===== src/rtl/bypass_pkg.sv =====
package bypass_pkg;

  typedef enum logic [1:0] {
    SEL_RF  = 2'd0,
    SEL_ALU = 2'd1,
    SEL_WB  = 2'd2
  } fwdSel_e;

  // Strobes passed from control to datapath for one operand
  typedef struct packed {
    fwdSel_e sel;
    logic    zero;
  } opCtl_t;

  localparam int unsigned NUM_OPS = 2;

endpackage


===== src/rtl/bypass_ctrl.sv =====
module bypass_ctrl
  import bypass_pkg::*;
#(
  parameter int unsigned ADDR_W = 5
) (
  input  logic [NUM_OPS-1:0][ADDR_W-1:0] srcAddr,
  input  logic [ADDR_W-1:0]              aluDst,
  input  logic                           aluWe,
  input  logic [ADDR_W-1:0]              wbDst,
  input  logic                           wbWe,
  output opCtl_t [NUM_OPS-1:0]           ctl
);

  localparam logic [ADDR_W-1:0] ZERO_REG = {ADDR_W{1'b1}};

  for (genvar g = 0; g < NUM_OPS; g++) begin : gOp
    logic isZero;
    logic hitAlu;
    logic hitWb;

    assign isZero = (srcAddr[g] == ZERO_REG);
    assign hitAlu = aluWe && (aluDst == srcAddr[g]) && !isZero;
    assign hitWb  = wbWe  && (wbDst  == srcAddr[g]) && !isZero;

    always_comb begin
      ctl[g].zero = isZero;
      if (hitAlu)      ctl[g].sel = SEL_ALU;  // younger result first
      else if (hitWb)  ctl[g].sel = SEL_WB;
      else             ctl[g].sel = SEL_RF;
    end
  end

endmodule


===== src/rtl/bypass_dpath.sv =====
module bypass_dpath
  import bypass_pkg::*;
#(
  parameter int unsigned DATA_W = 32
) (
  input  opCtl_t [NUM_OPS-1:0]           ctl,
  input  logic [NUM_OPS-1:0][DATA_W-1:0] rfData,
  input  logic [DATA_W-1:0]              aluRes,
  input  logic [DATA_W-1:0]              wbRes,
  output logic [NUM_OPS-1:0][DATA_W-1:0] opData
);

  for (genvar g = 0; g < NUM_OPS; g++) begin : gMux
    always_comb begin
      unique case (ctl[g].sel)
        SEL_ALU: opData[g] = aluRes;
        SEL_WB:  opData[g] = wbRes;
        default: opData[g] = rfData[g];
      endcase
      if (ctl[g].zero) opData[g] = '0;
    end
  end

endmodule


===== src/rtl/bypass_net.sv =====
module bypass_net
  import bypass_pkg::*;
#(
  parameter int unsigned DATA_W = 32,
  parameter int unsigned ADDR_W = 5
) (
  input  logic [ADDR_W-1:0] srcAddrA,
  input  logic [ADDR_W-1:0] srcAddrB,
  input  logic [DATA_W-1:0] rfDataA,
  input  logic [DATA_W-1:0] rfDataB,
  input  logic [ADDR_W-1:0] aluDst,
  input  logic              aluWe,
  input  logic [DATA_W-1:0] aluRes,
  input  logic [ADDR_W-1:0] wbDst,
  input  logic              wbWe,
  input  logic [DATA_W-1:0] wbRes,
  output logic [DATA_W-1:0] opA,
  output logic [DATA_W-1:0] opB,
  output logic [1:0]        selA,
  output logic [1:0]        selB
);

  logic [NUM_OPS-1:0][ADDR_W-1:0] srcAddr;
  logic [NUM_OPS-1:0][DATA_W-1:0] rfData;
  logic [NUM_OPS-1:0][DATA_W-1:0] opData;
  opCtl_t [NUM_OPS-1:0]           ctl;

  assign srcAddr = {srcAddrB, srcAddrA};
  assign rfData  = {rfDataB, rfDataA};

  bypass_ctrl #(.ADDR_W(ADDR_W)) u_ctrl (
    .srcAddr (srcAddr),
    .aluDst  (aluDst),
    .aluWe   (aluWe),
    .wbDst   (wbDst),
    .wbWe    (wbWe),
    .ctl     (ctl)
  );

  bypass_dpath #(.DATA_W(DATA_W)) u_dpath (
    .ctl     (ctl),
    .rfData  (rfData),
    .aluRes  (aluRes),
    .wbRes   (wbRes),
    .opData  (opData)
  );

  assign opA  = opData[0];
  assign opB  = opData[1];
  assign selA = ctl[0].sel;
  assign selB = ctl[1].sel;

endmodule


===== config.mk =====
export PLATFORM = sky130hd
export DESIGN_NAME = bypass_net
export DESIGN_NICKNAME = d
export VERILOG_FILES = /design/src/rtl/bypass_pkg.sv /design/src/rtl/bypass_ctrl.sv /design/src/rtl/bypass_dpath.sv /design/src/rtl/bypass_net.sv
export SDC_FILE = /design/constraint.sdc
export NUM_CORES = 1
export LEC_CHECK = 0
export BUFFER_PORTS_ARGS = -buffer_cell sky130_fd_sc_hd__clkbuf_2
export CAP_MARGIN = 20
export CORE_AREA = 5 5 81 83
export DETAILED_ROUTE_END_ITERATION = 10
export DIE_AREA = 0 0 86 88
export PLACE_DENSITY_LB_ADDON = 0.2
export REMOVE_ABC_BUFFERS = 1
export SLEW_MARGIN = 30
export SYNTH_ARGS = -nofsm -noshare
export SYNTH_HDL_FRONTEND = slang
export SYNTH_HIERARCHICAL = 1
export SYNTH_SLANG_ARGS = --single-unit

===== constraint.sdc =====
create_clock -name vclk -period 2.7
set_clock_uncertainty 0.05 [all_clocks]
set_input_delay 0 -clock vclk [all_inputs]
set_output_delay 0 -clock vclk [all_outputs]
set_load 0.02 [all_outputs]

==> results.py <==
metrics = {
    "yosys": {
        "synth_area_leaders": "a221oi_1, nor2b_1, nor3_1",
        "synth_common_cells": "a221oi_1, nor2b_1, nor3_1",
        "syn-cell-area_um2": 1889,
        "yosys.area.top_type": "a221oi_1",
        "yosysSeqAreaShare_pct": 0,
        "synth.top_cell.area_share_pct": 29.67,
        "netlist_instances": 274,
        "avgSynthCellArea_um2": 6.895,
        "yosysWarnings": 6,
        "ys_types": 21,
    },
    "die": {
        "die_y_um": 88,
        "start_util_pct": 32.68,
        "io_pins": 218,
        "dieWidth_um": 86,
        "num_rows": 28,
        "die_area_um2": 7568,
        "fp.coreArea_um2": 5781,
    },
    "worst_setup_path": {
        "crit_type": "in -> out",
        "cp_max_fo": 17,
        "start_kind": "input pin",
        "end_kind": "output port",
        "cp.arrival_ps": 2260,
        "required_ps": 2650,
    },
    "timing": {
        "slew_headroom_pct": 70.33,
        "rsz0062_at_grt": "no",
        "hold_ws_ps": 312.9,
        "min_period_over_period_pct": 85.62,
        "worst_pin_slew_ps": 444.2,
        "finalSetupViolCount": 0,
        "fmax_mhz": 432.6,
        "hold_viol": 0,
        "period_needed_ps": 2312,
        "timing.final.max_slew_violations": 0,
        "setup_slack_ps": 388.2,
    },
    "power": {
        "intPower_mw": 0.2233,
        "pwr-share-seq_pct": 0,
        "clock_power_share_pct": 0,
        "power_mw": 0.5289,
        "ir_drop_mv": 0.09431,
        "power.switching_mw": 0.3056,
        "swShare_pct": 57.78,
        "cellLeakagePower_nw": 1.549,
        "power_density_nw_per_um2": 178.0,
        "pwr-share-comb_pct": 100.0,
    },
    "place": {
        "port_buffers": 218,
        "dpl.cell_count": 545,
        "dp_hpwl_um": 7596,
        "gp_congestion": 0.8538,
        "dp_slack_ps": 384.9,
    },
    "finish": {
        "antennaDiodeCount": 0,
        "ff_latch_area_um2": 0,
        "design.seq.count": 0,
        "finish.utilization_pct": 51.41,
        "fill_cells": 618,
        "layoutNonFillerInstCount": 545,
        "fin_nets": 626,
        "multi_input_area_um2": 1642,
        "n_clock_buffer": 0,
        "drive_gt1_share_pct": 51.06,
        "area_growth_pct": 57.28,
    },
    "grt": {
        "overflow": 0,
        "grt_max_degree": 40,
        "grt_pass1_vias": 2890,
        "grt_pass1_wl_um": 14050,
        "grt_usage_pct": 22.17,
        "antenna_found_initial": 0,
    },
    "drt": {
        "routed_via_density": 5.490,
        "drc_errors": 0,
        "final_antenna_net_count": 0,
        "postRouteWirelength_um": 9397,
        "detail_route.first_pass.iterations": 4,
        "drtIter0Drc": 123,
        "avgRoutedWirePerCell_um": 17.24,
        "via_count": 2992,
    },
    "clocking": {
        "cts_hold_buf": 0,
        "cts-resized-gates": 0,
        "post_cts_buffers": 0,
    },
    "run": {
        "maxCapViolCount": 0,
    },
    "status": {
        "run_status": "finished clean",
    },
    "hold_path": {
        "hold_class": "in -> out",
    },
}
worst max-delay path: stages:
cell and delay (ps):
clkbuf_2 120, xor2_1 200, nor4_2 90, a2111oi_2 500
ha_2 510, buf_4 300, a221oi_1 140, nor3_1 200
clkbuf_2 200
layer usage:
metal	share of wire, %	vias up	GRT usage (%)
met5	0	-	0
met1	40	1343	28.88
met2	49	177	38.68
met4	1.4	0	3.741
met3	10	14	3.857
li1	-	1458	-
area by class of cell:
type	count	area share, %
multi-input cells	234	55.24
repair buffers	232	41.09
well taps	75	3.158
inverters	4	0.5053
final timing paths:
path	depth (start not counted)	end	startpoint
setup / recovery	9	opB[15]	srcAddrB[3]
hold / removal	4	opA[14]	rfDataA[14]
cell usage in the layout (no fill, tap or decap), drive strengths merged:
master,synthesis,final
nand2,4,4
nand4,2,2
ha,4,4
buf,26,14
and2,2,2
nand3,2,2
nor2,2,2
nor2b,64,64
xor2,8,8
nor4,2,2
inv,4,4
and3b,2,2
a2111oi,2,2
nor3,64,64
a221oi,64,64
xnor2,12,12
clkbuf,10,218
power groups by stage:
stage | Sequential [mW] | Clock [mW] | Combinational [mW]
final | 0 | 0 | 0.529
after global routing | 0 | 0 | 0.574
after CTS | 0 | 0 | 0.531
after detailed placement | 0 | 0 | 0.529
after global placement | 0 | 0 | 0.527
after floorplan | 0 | 0 | 0.273
cell families after synthesis:
family	synth area share, %
simple gates	43.18
compound gates	31.26
buf+inv	13.64
fa+ha+maj	2.649
xor+xnor	9.272
through the flow:
step	area, µm²	TNS [ps]
2_1_floorplan	1647	-33480
3_3_place_gp	2972	0
3_5_place_dp	2972	0
4_1_cts	2972	0
5_1_grt	2972	0
6_report	2972	0
Power figures use the tool's default switching activity.
